File: src/rtl/gcr_pkg.sv
package gcr_pkg;

  localparam int unsigned OFS_W = 6;

  localparam logic [OFS_W-1:0] OFS_MODE = 6'h00;
  localparam logic [OFS_W-1:0] OFS_CDIV = 6'h04;
  localparam logic [OFS_W-1:0] OFS_STAT = 6'h08;
  localparam logic [OFS_W-1:0] OFS_PWR  = 6'h0C;
  localparam logic [OFS_W-1:0] OFS_CCTL = 6'h10;
  localparam logic [OFS_W-1:0] OFS_IREQ = 6'h14;
  localparam logic [OFS_W-1:0] OFS_IMSK = 6'h18;
  localparam logic [OFS_W-1:0] OFS_ISTA = 6'h1C;
  localparam logic [OFS_W-1:0] OFS_DIR  = 6'h20;
  localparam logic [OFS_W-1:0] OFS_LVLW = 6'h24;
  localparam logic [OFS_W-1:0] OFS_LVLR = 6'h28;

  localparam int unsigned NUM_PLAIN = 6;

  // one-hot register selection derived from the low address bits
  typedef struct packed {
    logic [NUM_PLAIN-1:0] plain; // ista, imsk, ireq, cctl, cdiv, mode
    logic                 stat;
    logic                 pwr;
    logic                 dir;
    logic                 lvl;
  } gcr_sel_t;

endpackage

File: src/rtl/gcr_decode.sv
module gcr_decode
  import gcr_pkg::*;
(
  input  logic [OFS_W-1:0] ofs,
  output gcr_sel_t         sel
);

  always_comb begin
    sel = '0;
    case (ofs)
      OFS_MODE: sel.plain[0] = 1'b1;
      OFS_CDIV: sel.plain[1] = 1'b1;
      OFS_CCTL: sel.plain[2] = 1'b1;
      OFS_IREQ: sel.plain[3] = 1'b1;
      OFS_IMSK: sel.plain[4] = 1'b1;
      OFS_ISTA: sel.plain[5] = 1'b1;
      OFS_STAT: sel.stat     = 1'b1;
      OFS_PWR:  sel.pwr      = 1'b1;
      OFS_DIR:  sel.dir      = 1'b1;
      OFS_LVLW,
      OFS_LVLR: sel.lvl      = 1'b1;
      default:  sel = '0;
    endcase
  end

endmodule

File: src/rtl/gcr_ctrl_regs.sv
module gcr_ctrl_regs
  import gcr_pkg::*;
#(
  parameter int unsigned     DATA_W    = 16,
  parameter int unsigned     PWR_TRIG  = 7,
  parameter logic [DATA_W-1:0] PWR_FORCE = 16'h8040
) (
  input  logic                            clk,
  input  logic                            rst,
  input  logic                            wr,
  input  gcr_sel_t                        sel,
  input  logic [DATA_W-1:0]               wdata,
  output logic [NUM_PLAIN-1:0][DATA_W-1:0] plain_q,
  output logic [DATA_W-1:0]               pwr_q
);

  // plain storage: one register per selectable slot
  for (genvar g = 0; g < NUM_PLAIN; g++) begin : g_plain
    always_ff @(posedge clk) begin
      if (rst)                      plain_q[g] <= '0;
      else if (wr && sel.plain[g])  plain_q[g] <= wdata;
    end
  end

  logic [DATA_W-1:0] pwr_d;
  always_comb begin
    pwr_d = wdata;
    if (wdata[PWR_TRIG]) pwr_d = wdata | PWR_FORCE;
  end

  always_ff @(posedge clk) begin
    if (rst)                pwr_q <= '0;
    else if (wr && sel.pwr) pwr_q <= pwr_d;
  end

endmodule

File: src/rtl/gcr_gpio_bank.sv
module gcr_gpio_bank #(
  parameter int unsigned NUM_LINES = 16
) (
  input  logic                 clk,
  input  logic                 rst,
  input  logic                 wr_dir,
  input  logic                 wr_lvl,
  input  logic [NUM_LINES-1:0] wdata,
  input  logic [NUM_LINES-1:0] ext_we,
  input  logic [NUM_LINES-1:0] ext_val,
  output logic [NUM_LINES-1:0] dir_q,
  output logic [NUM_LINES-1:0] lvl_q,
  output logic [NUM_LINES-1:0] pin_out,
  output logic [NUM_LINES-1:0] pin_chg
);

  logic [NUM_LINES-1:0] dir_d, lvl_d, out_d;
  logic                 reeval;

  always_comb begin
    dir_d = wr_dir ? wdata : dir_q;
    lvl_d = lvl_q;
    if (wr_lvl) begin
      lvl_d = wdata & dir_q;          // bus write wins over external lines
    end else begin
      for (int i = 0; i < NUM_LINES; i++)
        if (ext_we[i]) lvl_d[i] = ext_val[i];
    end
    out_d  = lvl_d & dir_d;
    reeval = wr_dir | wr_lvl;
  end

  always_ff @(posedge clk) begin
    if (rst) begin
      dir_q   <= '0;
      lvl_q   <= '0;
      pin_out <= '0;
      pin_chg <= '0;
    end else begin
      dir_q <= dir_d;
      lvl_q <= lvl_d;
      if (reeval) begin
        pin_chg <= out_d ^ pin_out;   // pin_out doubles as the previous value
        pin_out <= out_d;
      end else begin
        pin_chg <= '0;
      end
    end
  end

endmodule

File: src/rtl/gpio_ctl_regs.sv
module gpio_ctl_regs
  import gcr_pkg::*;
#(
  parameter int unsigned       ADDR_W     = 12,
  parameter int unsigned       BUS_W      = 32,
  parameter int unsigned       DATA_W     = 16,
  parameter int unsigned       NUM_LINES  = 16,
  parameter logic [DATA_W-1:0] STATUS_RST = 16'h0002
) (
  input  logic                 clk,
  input  logic                 rst,
  input  logic                 bus_wr,
  input  logic                 bus_rd,
  input  logic [ADDR_W-1:0]    bus_addr,
  input  logic [BUS_W-1:0]     bus_wdata,
  output logic [DATA_W-1:0]    bus_rdata,
  input  logic [NUM_LINES-1:0] ext_we,
  input  logic [NUM_LINES-1:0] ext_val,
  output logic [NUM_LINES-1:0] pin_out,
  output logic [NUM_LINES-1:0] pin_chg
);

  localparam int unsigned HI_A = ADDR_W - OFS_W;
  localparam int unsigned HI_D = BUS_W - DATA_W;

  logic [DATA_W-1:0] wd;
  logic              unused_hi;
  assign wd        = bus_wdata[DATA_W-1:0];
  assign unused_hi = ^{bus_addr[OFS_W +: HI_A], bus_wdata[DATA_W +: HI_D]};

  gcr_sel_t sel;
  gcr_decode u_dec (
    .ofs (bus_addr[OFS_W-1:0]),
    .sel (sel)
  );

  logic [NUM_PLAIN-1:0][DATA_W-1:0] plain_q;
  logic [DATA_W-1:0]                pwr_q;

  gcr_ctrl_regs #(.DATA_W(DATA_W)) u_ctrl (
    .clk     (clk),
    .rst     (rst),
    .wr      (bus_wr),
    .sel     (sel),
    .wdata   (wd),
    .plain_q (plain_q),
    .pwr_q   (pwr_q)
  );

  logic [NUM_LINES-1:0] dir_q, lvl_q;

  gcr_gpio_bank #(.NUM_LINES(NUM_LINES)) u_gpio (
    .clk     (clk),
    .rst     (rst),
    .wr_dir  (bus_wr && sel.dir),
    .wr_lvl  (bus_wr && sel.lvl),
    .wdata   (wd[NUM_LINES-1:0]),
    .ext_we  (ext_we),
    .ext_val (ext_val),
    .dir_q   (dir_q),
    .lvl_q   (lvl_q),
    .pin_out (pin_out),
    .pin_chg (pin_chg)
  );

  // read mux over the one-hot selection
  logic [DATA_W-1:0] rd_val;
  always_comb begin
    rd_val = '0;
    for (int k = 0; k < NUM_PLAIN; k++)
      if (sel.plain[k]) rd_val = plain_q[k];
    if (sel.stat) rd_val = STATUS_RST;
    if (sel.pwr)  rd_val = pwr_q;
    if (sel.dir)  rd_val = DATA_W'(dir_q);
    if (sel.lvl)  rd_val = DATA_W'(lvl_q);
  end

  always_ff @(posedge clk) begin
    if (rst)         bus_rdata <= '0;
    else if (bus_rd) bus_rdata <= rd_val;
    else             bus_rdata <= '0;
  end

endmodule

File: config.mk
export PLATFORM = sky130hd
export DESIGN_NAME = gpio_ctl_regs
export DESIGN_NICKNAME = d
export VERILOG_FILES = /design/src/rtl/gcr_pkg.sv /design/src/rtl/gcr_decode.sv /design/src/rtl/gcr_ctrl_regs.sv /design/src/rtl/gcr_gpio_bank.sv /design/src/rtl/gpio_ctl_regs.sv
export SDC_FILE = /design/constraint.sdc
export NUM_CORES = 1
export LEC_CHECK = 0
export BUFFER_PORTS_ARGS = -buffer_cell sky130_fd_sc_hd__buf_2
export CELL_PAD_IN_SITES_DETAIL_PLACEMENT = 0
export CELL_PAD_IN_SITES_GLOBAL_PLACEMENT = 2
export CORE_MARGIN = 5
export CORE_UTILIZATION = 26
export DETAILED_ROUTE_END_ITERATION = 8
export PLACE_DENSITY_LB_ADDON = 0.1
export SYNTH_ARGS = -nofsm -noshare
export SYNTH_HDL_FRONTEND = slang
export SYNTH_HIERARCHICAL = 1
export SYNTH_SLANG_ARGS = --single-unit
File: constraint.sdc
create_clock -name clk -period 2 [get_ports clk]
set_input_delay 0 -clock clk [delete_from_list [all_inputs] [get_ports clk]]
set_output_delay 0 -clock clk [all_outputs]
set_load 0.005 [all_outputs]
After elaboration in Yosys (flattened, before gate mapping)
Index checks and enable logic that the tools add are counted. W data, S select, Z words.

Bitwise logic cells: 6. Reduce and logical (&&, ||, !) cells: 13. Muxes and demuxes: 39. Equality and inequality tests: 10.

Operators with widths (number): $mux W16 (13); $and A16 B16 Y16 (2); $mux W1 (26); $eq A6 B5 Y1 const B (4); $eq A6 B6 Y1 const B (3); $xor A16 B16 Y16 (1); $eq A6 B4 Y1 const B (2); $logic_and A1 B1 Y1 (9); $eq A6 B3 Y1 const B (1); $logic_not A6 Y1 (1); $reduce_or A2 Y1 (3); $not A1 Y1 (2); $or A1 B1 Y1 (1).

Register bits after elaboration: 192. Logic and storage cells: 80. Input port bits: 80. Output and inout port bits: 48.

Depth between registers and ports, before layout
Gate-level depths: netlist of run 1.

Depth in word-level cells: 12. Depth in mapped cells: 11. Depth with buffers taken out: 6.

Modules after synthesis
Netlist of run 1, hierarchy kept.

By module, submodules not included: gcr_ctrl_regs (seq. area each 2242.2 um^2, times used 1, cells each 507, area an instance 4769.6 um^2); gcr_gpio_bank (seq. area each 1281.2 um^2, times used 1, cells each 261, area an instance 2808.9 um^2); gpio_ctl_regs (seq. area each 320.3 um^2, times used 1, cells each 237, area an instance 1785.5 um^2); gcr_decode (seq. area each 0.0 um^2, times used 1, cells each 17, area an instance 110.1 um^2).

Least setup slack after synthesis of run 1
Ideal clock, no wire load.

Kind: input port to flip-flop. Start point: input port bus_addr[1]. End point: register bus_rdata[0]. Arrival: 2.157 ns. Slack: -0.216 ns. Library setup time: 0.060 ns. Cell stages on the path: 7. Required time: 1.940 ns. Buffers on the path: 1. Cell sequence: or3b_1 > nor4_1 > nor2b_1 > buf_4 > a221oi_1 > nor3_1 > a41o_1.

RTL lines: start: declaration (line gpio_ctl_regs.sv:14) `input logic [ADDR_W-1:0] bus_addr,`; end signal: assignment (line gpio_ctl_regs.sv:80) `else if (bus_rd) bus_rdata <= rd_val;`; end: declaration (line gpio_ctl_regs.sv:16) `output logic [DATA_W-1:0] bus_rdata,`.

==> results of run 1 <==
## worst paths after layout
kind | startpoint | endpoint | slack [ns] | cells after the start
worst min register to register | u_gpio/pin_out[9]$_SDFFE_PP0P_ | u_gpio/pin_chg[9]$_SDFF_PP0_ | 0.48 | 2
worst max-delay path | bus_addr[1] | u_gpio/pin_out[6]$_SDFFE_PP0P_ | 0.40 | 8
worst max register to register | u_gpio/lvl_q[13]$_SDFF_PP0_ | u_gpio/lvl_q[13]$_SDFF_PP0_ | 0.63 | 3
worst min-delay path | ext_we[4] | u_gpio/lvl_q[4]$_SDFF_PP0_ | 0.02 | 3
## worst max-delay path: cells and delay by family
family	cells	cell delay, ns
AO/OA/AOI/OAI	2	0.35
multiplexers	1	0.31
AND/OR/NAND/NOR	3	0.99
buffers and inverters	2	0.30
## power by group through the flow
stage | clock, W | combinational (W) | sequential (W)
floorplan | 0 | 0.000287 | 0.00396
global placement | 0 | 0.000555 | 0.00398
detailed placement | 0 | 0.000554 | 0.00397
CTS | 0.00441 | 0.000622 | 0.00388
global route | 0.00453 | 0.000664 | 0.00389
finish | 0.00424 | 0.000605 | 0.00388
## through the flow
stage | power, W | utilization [%] | hold slack [ns] | setup TNS, ns
2_1_floorplan | 0.00424 | - | 0.147 | 0
3_3_place_gp | 0.00453 | 30.3 | 0.368 | -0.988
3_5_place_dp | 0.00453 | 30.3 | 0.372 | -1.10
4_1_cts | 0.00891 | 33.3 | 0.000253 | 0
5_1_grt | 0.00908 | 33.3 | 0.0387 | 0
6_report | 0.00873 | 33.3 | 0.0185 | 0
## metal layers
metal | wire [um] | GRT usage [%]
met5 | 0 | 0
met4 | 608 | 5.01
met3 | 672 | 2.28
met2 | 16100 | 26.9
met1 | 13600 | 18.8
## cell usage after synthesis (3+ instances only)
library cell,instances,area (um2)
a22oi_1,14,105
o21ai_1,10,50.1
nor3_1,17,85.1
a41o_1,14,140
nor4_1,3,18.8
buf_6,11,124
nand2_1,34,128
a211oi_2,16,200
clkbuf_1,52,195
nor2b_1,31,194
nand3_1,110,551
buf_1,5,18.8
nand2b_1,34,213
a21boi_0,15,113
dfxtp_1,192,3840
a21bo_2,110,1100
o22ai_1,15,93.8
o21ai_0,19,95.1
a21oi_1,118,591
buf_2,27,135
a211oi_1,16,120
a221oi_1,20,175
mux2i_1,48,480
nor2_1,24,90.1
a221oi_2,9,135
a22o_1,15,131
buf_4,7,52.6
inv_1,8,30.0
## cell usage in the layout (no fill, tap or decap), types with 21 or more instances in the layout
| master | count |
|---|---|
| mux2i_1 | 47 |
| dfxtp_1 | 192 |
| dlygate4sd3_1 | 38 |
| nor2_1 | 21 |
| nor2b_1 | 31 |
| a21oi_1 | 118 |
| nand2_1 | 34 |
| nand2b_1 | 34 |
| a21bo_2 | 110 |
| buf_4 | 81 |
| nand3_1 | 110 |
| buf_2 | 103 |
## cell type report
cell class	count	area, um2
fillers	3859	24200
clock buffers	17	425
multi-input cells	718	5120
inverters	8	30.0
well taps	468	586
clock inverters	15	288
flip-flops and latches	192	3840
repair buffers	236	1780
## registers in the layout, summed over array words and instances, names as in the netlist
| register | count |
|---|---|
| u_gpio/pin_chg | 16 |
| u_gpio/dir_q | 16 |
| u_ctrl/plain_q | 96 |
| u_ctrl/pwr_q | 16 |
| u_gpio/pin_out | 16 |
| u_gpio/lvl_q | 16 |
| bus_rdata | 16 |
## cells by family after synthesis
group           share of synthesized area (%)
compound gates                           33.4
buf+inv                                  6.13
mux                                      5.07
xor+xnor                               0.0925
simple gates                             14.7
flops                                    40.6
## what timing repair did
item | CTS | global route
hold endpoints to repair | 87 | 0
buffers inserted | 0 | 0
hold buffers | 38 | 0
==> metrics.txt, run 1 <==
Cell Rows 70; critical path arrival 1.95 ns; Slowest-stage cell, CP or4_4; EDFF count, synth 0; Setup CP Type input port to flop; Setup WS post-layout 0.397 ns; Max FO, Critical Path 12; Switching Share 23.4%; Logic pwr share 6.9%; period utilization 80.1%; PD cells 723 nW/um2; status completed; Finished Cell Area 12,100 um2; YS warnings 6; Synth Flop Type dfxtp_1; CP Cell Sequence buf_2 > or4_4 > nor2_2 > and2_4 > buf_12 > mux2i_1 > a211oi_2 > a22o_1; die area 40,400 um2; I/O pin cnt 128; aggregate routed wire length 30,900 um; Seq pwr share 44.5%; slew margin rel. 15.6%; Peak VDD IR 0.634 mV; cts bufs inserted 17; P_sw 0.00204 W; LEAKAGE 4.49 nW; Non-Filler Instances 1,654; Power Internal 0.00669 W; Mean Syn Cell Area 9.27 um2; placed cell area 11,000 um2; Horiz. Die Dim 201 um; Setup-failing EPs final 0; vias per cell 4.87; mapped cell area 9470 um2; synthesized flop and latch total 192; Worst-Skew Late Latency 0.45 ns; Post-Place Cells 1,584; Total GRT Usage 15.2%; vias in the first global route 8,092; Antenna Diode Count 0; synth unique cells 52; CORE AREA 36,300 um2; Hold Vio Cnt, Final 0; Startpoint Class input port; Req. time, crit path 2.35 ns; dpl hpwl 21,200 um; post-synthesis sequential area ratio 40.6%; Worst-Margin Slew 1.27 ns; cells after synthesis 1,022; pin count of the biggest net entering global routing 225; remaining global-route overflow 0; Final Max Tran Viols 0; H-Tree Depth 4; area delta synth->final 27.3%; first-pass GRT wire length 48,400 um; initial antenna violation count 0; Fmax 624 MHz; worst min path class input port to flop; Setup Skew 0.0103 ns; DRC viols 0; Starting Density 26.1%; share of layout cells above drive strength 1 32.4%; number of DRC markers in iteration 0 398; Max-Cap Viols 0; clock sink count 192; CTS tree done; Crit path largest cell delay 0.59 ns; Die Span Y 201 um; quantity of gates resized following cts 0; fin crit period 1.60 ns; FFs w/ async S/R, synth 0%; Clk pwr share 48.6%; pre-CTS setup slack -0.102 ns; Wirelength per Cell 18.7 um; unrepaired setup endpoints after global routing false; Final Wtd Congestion 0.727; clk slew on worst S/H paths 0.07 ns; # nets final 1,253; DR pass1 iterations 4; Detail Route Antenna Nets 0; syn_nets 1,102; CTS max path bufs 2; Root Buffer Master clkbuf_16; Vias 8,057; Buffers on Ports 105; Worst Setup End Kind flop
(Power assumes the default switching activity.)
==> run 2: changes to the inputs <==
--- a/config.mk
+++ b/config.mk
@@ -5,6 +5,7 @@
 export SDC_FILE = /design/constraint.sdc
 export NUM_CORES = 1
 export LEC_CHECK = 0
+export ABC_AREA = 1
 export BUFFER_PORTS_ARGS = -buffer_cell sky130_fd_sc_hd__buf_2
 export CELL_PAD_IN_SITES_DETAIL_PLACEMENT = 0
 export CELL_PAD_IN_SITES_GLOBAL_PLACEMENT = 2
==> constraint.sdc (replaced) <==
create_clock -name clk -period 1.6 [get_ports clk]
set_input_delay 0 -clock clk [delete_from_list [all_inputs] [get_ports clk]]
set_output_delay 0 -clock clk [all_outputs]
set_load 0.005 [all_outputs]
==> run 2 against run 1 <==
Compared with the run above: sequential share of layout area shrank 1.6 points; flip-flop and latch count unchanged; combinational power increased by 38%; clock power up 7.5%; sequential power rose by 26%; synthesized cell count up 54%; critical path depth increased by 2; utilization grew 0.40 points; final area grew 5.1%; critical endpoint is now u_gpio/lvl_q[13]$_SDFF_PP0_.
==> metrics.txt, run 2 <==
status completed; YS warnings 6 (unchanged); Setup-failing EPs final 0 (unchanged); die area 42,100 um2 (+4.4%); Total GRT Usage 15.9% (+0.74 points); hold_ws 0.104 ns (+0.0856 ns); remaining global-route overflow 0 (unchanged); CTS max path bufs 2 (unchanged); critical path launch point bus_wr; clk slew on worst S/H paths 0.07 ns (about the same); Startpoint Class input port; pin count of the biggest net entering global routing 58 (-74%); post-synthesis sequential area ratio 38.8% (-1.8 points); aggregate routed wire length 33,000 um (+6.8%); Vias 9,406 (+17%); Cell Rows 71 (+1.4%); clock sink count 192 (unchanged); vias in the first global route 9,009 (+11%); most common cell after layout, fill and taps aside nand2_1; Synth area leader dfxtp_1; Max-Cap Viols 0 (unchanged); commonest cells in the netlist nand2_1 (530), nor2_1 (268), inv_1 (233); synth unique cells 30 (-42%); CTS tree done; Mean Syn Cell Area 6.32 um2 (-32%); r2r endpoint u_gpio/lvl_q[13]$_SDFF_PP0_; largest cells by area after synthesis dfxtp_1 (39%), nand2_1 (20%), nor2_1 (10%); LEAKAGE 6.21 nW (+38%); mapped cell area 9910 um2 (+4.6%); EDFF count, synth 0 (unchanged); Root Buffer Master clkbuf_16; Starting Density 26.3% (+0.18 points); Detail Route Antenna Nets 0 (unchanged); cts bufs inserted 17 (unchanged); Register-to-Register Path Depth 5 (+2); Final Util 33.7% (+0.40 points); worst min path class input port to flop; DR pass1 iterations 4 (unchanged); Final Wtd Congestion 0.756 (+4.0%); CORE AREA 37,700 um2 (+3.9%); cells after synthesis 1,569 (+54%); Req. time, crit path 1.93 ns (-0.42 ns); fin crit period 1.54 ns; Synth Flop Type dfxtp_1; # nets final 1,845 (+47%); Reg2Reg Launch Point u_gpio/dir_q[13]$_SDFF_PP0_; unrepaired setup endpoints after global routing false; commonest cells after routing, fill and taps aside nand2_1 (529), nor2_1 (264), inv_1 (231); Top reg by flops u_ctrl/plain_q; FFs w/ async S/R, synth 0% (unchanged); Non-Filler Instances 2,289 (+38%); Post-Place Cells 2,190 (+38%); I/O pin cnt 128 (unchanged); synthesized flop and latch total 192 (unchanged); share of layout cells above drive strength 1 16.2% (-16 points); Worst-Skew Late Latency 0.45 ns (about the same); vias per cell 4.11 (-16%); reg2reg setup slack 0.27 ns (-0.36 ns); Worst Setup End Kind flop; Worst-Margin Slew 0.459 ns (-0.807 ns); overall power 0.0103 W (+18%); Setup Skew 0.00708 ns (-0.00322 ns); DRC viols 0 (unchanged); first-pass GRT wire length 51,500 um (+6.4%); Die Span Y 205 um (+2.2%); Buffers on Ports 105 (unchanged); Peak VDD IR 0.666 mV (+5.2%); slew margin rel. 69.1% (+54 points); Yosys top cell area share 38.8% (-1.8 points); number of DRC markers in iteration 0 409 (+2.8%); area delta synth->final 28.0%; syn_nets 1,649 (+50%); Hold Vio Cnt, Final 0 (unchanged); initial antenna violation count 1 (+1); dpl hpwl 23,400 um (+10%); most common cell in the netlist nand2_1; Wirelength per Cell 14.4 um (-23%); Setup CP Type input port to flop; Max FO, Critical Path 11 (-1); Setup crit end u_gpio/lvl_q[13]$_SDFF_PP0_; critical path arrival 1.88 ns (-0.07 ns); Largest register FFs 96 (unchanged); period utilization 96.5%; PD cells 810 nW/um2 (+12%); Final Max Tran Viols 0 (unchanged); Fmax 648 MHz; Horiz. Die Dim 205 um (+2.2%); H-Tree Depth 4 (unchanged)
-- run 2: cell count changes in the layout (fill, tap and decap cells not counted), sizes merged, moves of 32 or more --
| cell | delta |
|---|---|
| nand2 | +522 |
| nor2b | -32 |
| a21bo | -110 |
| nand3 | -56 |
| nand2b | -34 |
| a211oi | -32 |
| inv | +230 |
| mux2i | -48 |
| nor2 | +247 |
-- run 2: kinds of logic (layout without fill, tap and decap cells) --
logic type      after synthesis  count (layout)  synth area share (%)
compound gates              162             162                  8.67
buf+inv                     317             525                  15.2
flops                       192             192                  38.8
other cells                   0               1                     0
simple gates                898             898                  37.3
-- run 2: report_power, final --
| group | switching [W] | leakage, nW | internal (W) | total [W] |
|---|---|---|---|---|
| combinational | 0.000482 | 4.36 | 0.000350 | 0.000832 |
| clock | 0.00190 | 0.300 | 0.00266 | 0.00456 |
| sequential | 0.0000423 | 1.55 | 0.00484 | 0.00488 |
| total | 0.00243 | 6.21 | 0.00785 | 0.0103 |
-- run 2: repair_timing --
| item | in CTS | in global routing |
|---|---|---|
| buffers inserted | 0 | 1 |
| endpoints found under the hold margin | 102 | 0 |
| hold buffers | 66 | 0 |
| resized for setup | 0 | 3 |
| setup endpoints to repair | 0 | 1 |
-- run 2: cell type report --
type / count / area [um2]
Fill cell: 4264 / 25000
Multi-Input combinational cell: 1060 / 4570
Sequential cell: 192 / 3840
Timing Repair Buffer: 254 / 2100
Inverter: 240 / 917
Tap cell: 511 / 639
Clock buffer: 26 / 509
Clock inverter: 5 / 100
Antenna cell: 1 / 2.50
-- run 2: worst min path at each step --
stage | startpoint | cells after the start | end | slack, ns
floorplan | bus_wdata[15] | 2 | u_ctrl/plain_q[15]$_SDFFE_PP0P_ | 0.13
global placement | rst | 2 | u_gpio/lvl_q[13]$_SDFF_PP0_ | 0.33
detailed placement | rst | 2 | u_gpio/lvl_q[13]$_SDFF_PP0_ | 0.34
CTS | bus_rd | 6 | bus_rdata[2]$_SDFF_PP0_ | 0.08
global route | bus_rd | 6 | bus_rdata[2]$_SDFF_PP0_ | 0.12
finish | bus_rd | 6 | bus_rdata[6]$_SDFF_PP0_ | 0.10
-- run 2: worst max-delay path, stage by stage --
cell and delay [ns]:
dlygate4sd3_1 0.54, buf_2 0.18, nand2_1 0.11, inv_2 0.07
inv_4 0.06, buf_12 0.14, nand3_2 0.11, nand2_1 0.07
nor2_1 0.03, dlygate4sd3_1 0.55
-- run 2: through the flow --
step                      setup TNS, ns  setup WS (ns)  instance area (um2)
after floorplan                       0          0.123                 9910
after global placement            -3.56         -0.116                11400
after detailed placement          -3.97         -0.122                11400
after CTS                             0        0.00452                12700
after global routing                  0        0.00214                12700
final                                 0         0.0564                12700
-- run 2: per-layer routing --
metal	routed length [um]	vias up	track usage [%]
met3	917	13	2.92
met5	0	-	0
met4	204	0	2.99
met1	15700	4217	20.8
met2	16200	102	27.6
li1	-	5074	-
==> run 3: changes to the inputs <==
--- a/config.mk
+++ b/config.mk
@@ -5,8 +5,8 @@
 export SDC_FILE = /design/constraint.sdc
 export NUM_CORES = 1
 export LEC_CHECK = 0
-export ABC_AREA = 1
 export BUFFER_PORTS_ARGS = -buffer_cell sky130_fd_sc_hd__buf_2
+export CAP_MARGIN = 20
 export CELL_PAD_IN_SITES_DETAIL_PLACEMENT = 0
 export CELL_PAD_IN_SITES_GLOBAL_PLACEMENT = 2
 export CORE_MARGIN = 5
@@ -17,3 +17,4 @@
 export SYNTH_HDL_FRONTEND = slang
 export SYNTH_HIERARCHICAL = 1
 export SYNTH_SLANG_ARGS = --single-unit
+export TNS_END_PERCENT = 5
==> run 3 against run 2 <==
Compared with the run above: the run now ends with setup timing left; register-to-register slack lost 0.05 ns; count of clock-buffer cells in the layout is 6 lower; die area down 4.2%; flip-flop and latch count unchanged; via count shrank 13%; sequential share of layout area up 1.1 points; cell count decreased by 27%; critical path type unchanged.
==> metrics.txt, run 3 (synthesis gave the netlist of run 1 again) <==
DRC viols 0 (unchanged); Crit path depth 9 (-1); H-Tree Depth 4 (unchanged); clk slew on worst S/H paths 0.07 ns (about the same); Hold Crit Start ext_val[0]; Final Max Tran Viols 0 (unchanged); failing checks setup timing; Reg2Reg Launch Point u_gpio/lvl_q[8]$_SDFF_PP0_; CTS tree done; Root Buffer Master clkbuf_16; Slowest-stage cell, CP or4_4; Die Span Y 201 um (-2.1%); dpl hpwl 23,900 um (+2.2%); vias per cell 4.91 (+19%); remaining global-route overflow 0 (unchanged); Clk pwr share 44.2% (-0.2 points); die area 40,400 um2 (-4.2%); crit-path leading delay family simple AND/OR/NAND/NOR gates; aggregate routed wire length 33,200 um (+0.68%); DR pass1 iterations 5 (+1); I/O pin cnt 128 (unchanged); Max FO, Critical Path 12 (+1); Vias 8,188 (-13%); Switching Share 24.5% (+0.93 points); Final Util 33.7% (+0.074 points); critical path launch point bus_addr[1]; area delta synth->final 29.2%; first-pass GRT wire length 51,600 um (about the same); Logic pwr share 8.1% (about the same); P_sw 0.00249 W (+2.7%); Seq pwr share 47.8% (+0.3 points); Bufs and invs on worst path 3 (-3); Startpoint Class input port; fillers 3,810 (-11%); critical path arrival 1.95 ns (+0.07 ns); period utilization 101% (+4.4 points); status complete, but fails checks; vias in the first global route 8,308 (-7.8%); initial antenna violation count 0 (-1); Setup CP Type input port to flop; Peak VDD IR 0.742 mV (+11%); Power Internal 0.00766 W (-2.4%); Setup WS post-layout -0.0136 ns (-0.0700 ns); Detail Route Antenna Nets 0 (unchanged); Crit path largest cell delay 0.54 ns (about the same); Max-Cap Viols 0 (unchanged); Worst-Margin Slew 0.971 ns (+0.512 ns); # nets final 1,270 (-31%); Register-to-Register Path Depth 3 (-2); r2r endpoint u_gpio/lvl_q[8]$_SDFF_PP0_; clock sink count 192 (unchanged); Non-Filler Instances 1,669 (-27%); share of layout cells above drive strength 1 35.8% (+20 points); Final Wtd Congestion 0.732 (-3.2%); Total GRT Usage 16.4% (+0.48 points); reg2reg setup slack 0.22 ns (-0.05 ns); Top reg by flops u_ctrl/plain_q; Fmax 620 MHz (-4.3%); LEAKAGE 4.59 nW (-26%); pin count of the biggest net entering global routing 81 (+40%); commonest cells after routing, fill and taps aside dfxtp_1 (192), a21oi_1 (118), nand3_1 (110), a21bo_2 (110), buf_2 (103); Largest register FFs 96 (unchanged); CORE AREA 36,300 um2 (-3.7%); unrepaired setup endpoints after global routing true; Buffers on Ports 105 (unchanged); cts bufs inserted 17 (unchanged); CP Cell Sequence buf_2 > or4_4 > buf_4 > nor2_4 > and2_4 > buf_12 > mux2i_1 > a211oi_2 > a22o_1; Hold Vio Cnt, Final 0 (unchanged); most common cell after layout, fill and taps aside dfxtp_1; Setup-failing EPs final 5 (+5); Setup crit end u_gpio/pin_out[2]$_SDFFE_PP0P_; Horiz. Die Dim 201 um (-2.1%); worst min path class input port to flop; Cell Rows 70 (-1.4%); Wirelength per Cell 19.9 um (+38%); PD cells 830 nW/um2 (+2.4%); Worst Setup End Kind flop; CTS max path bufs 2 (unchanged); Setup Skew 0.0119 ns (+0.00477 ns); number of DRC markers in iteration 0 431 (+5.4%); slew margin rel. 35.3% (-34 points); Post-Place Cells 1,605 (-27%); fin crit period 1.61 ns (+0.0700 ns); Req. time, crit path 1.94 ns (about the same); Antenna Diode Count 0 (-1); Worst-Skew Late Latency 0.45 ns (about the same); Starting Density 26.1% (-0.18 points)
## run 3: how the worst min path moves through the flow
stage / end / depth (start not counted)
2_1_floorplan: u_ctrl/plain_q[0]$_SDFFE_PP0P_ / 2
3_3_place_gp: u_ctrl/pwr_q[0]$_SDFFE_PP0P_ / 3
3_5_place_dp: u_ctrl/pwr_q[13]$_SDFFE_PP0P_ / 3
4_1_cts: u_gpio/lvl_q[0]$_SDFF_PP0_ / 3
5_1_grt: u_gpio/lvl_q[15]$_SDFF_PP0_ / 3
6_report: u_gpio/lvl_q[0]$_SDFF_PP0_ / 3
## run 3: cell type report
type                            instances  area [um2]  share of cell area, %
Inverter                                8        30.0                  0.245
Clock inverter                         10         136                   1.11
Clock buffer                           20         457                   3.73
Timing Repair Buffer                  253        1930                   15.7
Tap cell                              468         586                   4.79
Multi-Input combinational cell        718        5260                   43.0
Sequential cell                       192        3840                   31.4
## run 3: repair_timing
| item | CTS | global route |
|---|---|---|
| resized for setup | 11 | 30 |
| setup endpoints to repair | 28 | 49 |
| buffers inserted | 0 | 4 |
| hold buffers | 30 | 0 |
| pin swaps | 0 | 4 |
| cloned | 0 | 0 |
| hold endpoints to repair | 45 | 0 |
## run 3: power by group through the flow
stage	clock, W	sequential, W	combinational [W]
final	0.00448	0.00485	0.000818
after global routing	0.00486	0.00486	0.000894
after CTS	0.00469	0.00485	0.000828
after detailed placement	0	0.00497	0.000759
after global placement	0	0.00497	0.000763
after floorplan	0	0.00495	0.000360
## run 3: stage by stage
stage               power [W]  TNS (ns)  setup WS, ns  hold WS, ns  cell area (um2)
finish                 0.0102   -0.0385       -0.0136       0.0207            12200
global route           0.0106    -0.759       -0.0690       0.0188            12200
CTS                    0.0104   -0.0576       -0.0425      0.00104            12100
detailed placement    0.00573    -52.37        -0.611        0.361            11200
global placement      0.00573    -53.11        -0.573        0.357            11200
floorplan             0.00531    -19.41        -0.383        0.147             9520
## run 3: per-layer routing
metal	wire length [um]	global-route usage [%]	part of all wire, %	vias up
li1	-	-	-	4108
met1	14500	20.5	44	3957
met4	382	3.64	1.2	0
met2	17500	29.4	53	107
met5	0	0	0	-
met3	826	2.81	2.5	16
## run 3: worst min-delay path, cell delays in order
cell and delay (ns):
buf_2 0.09, mux2i_1 0.10, a211oi_1 0.22
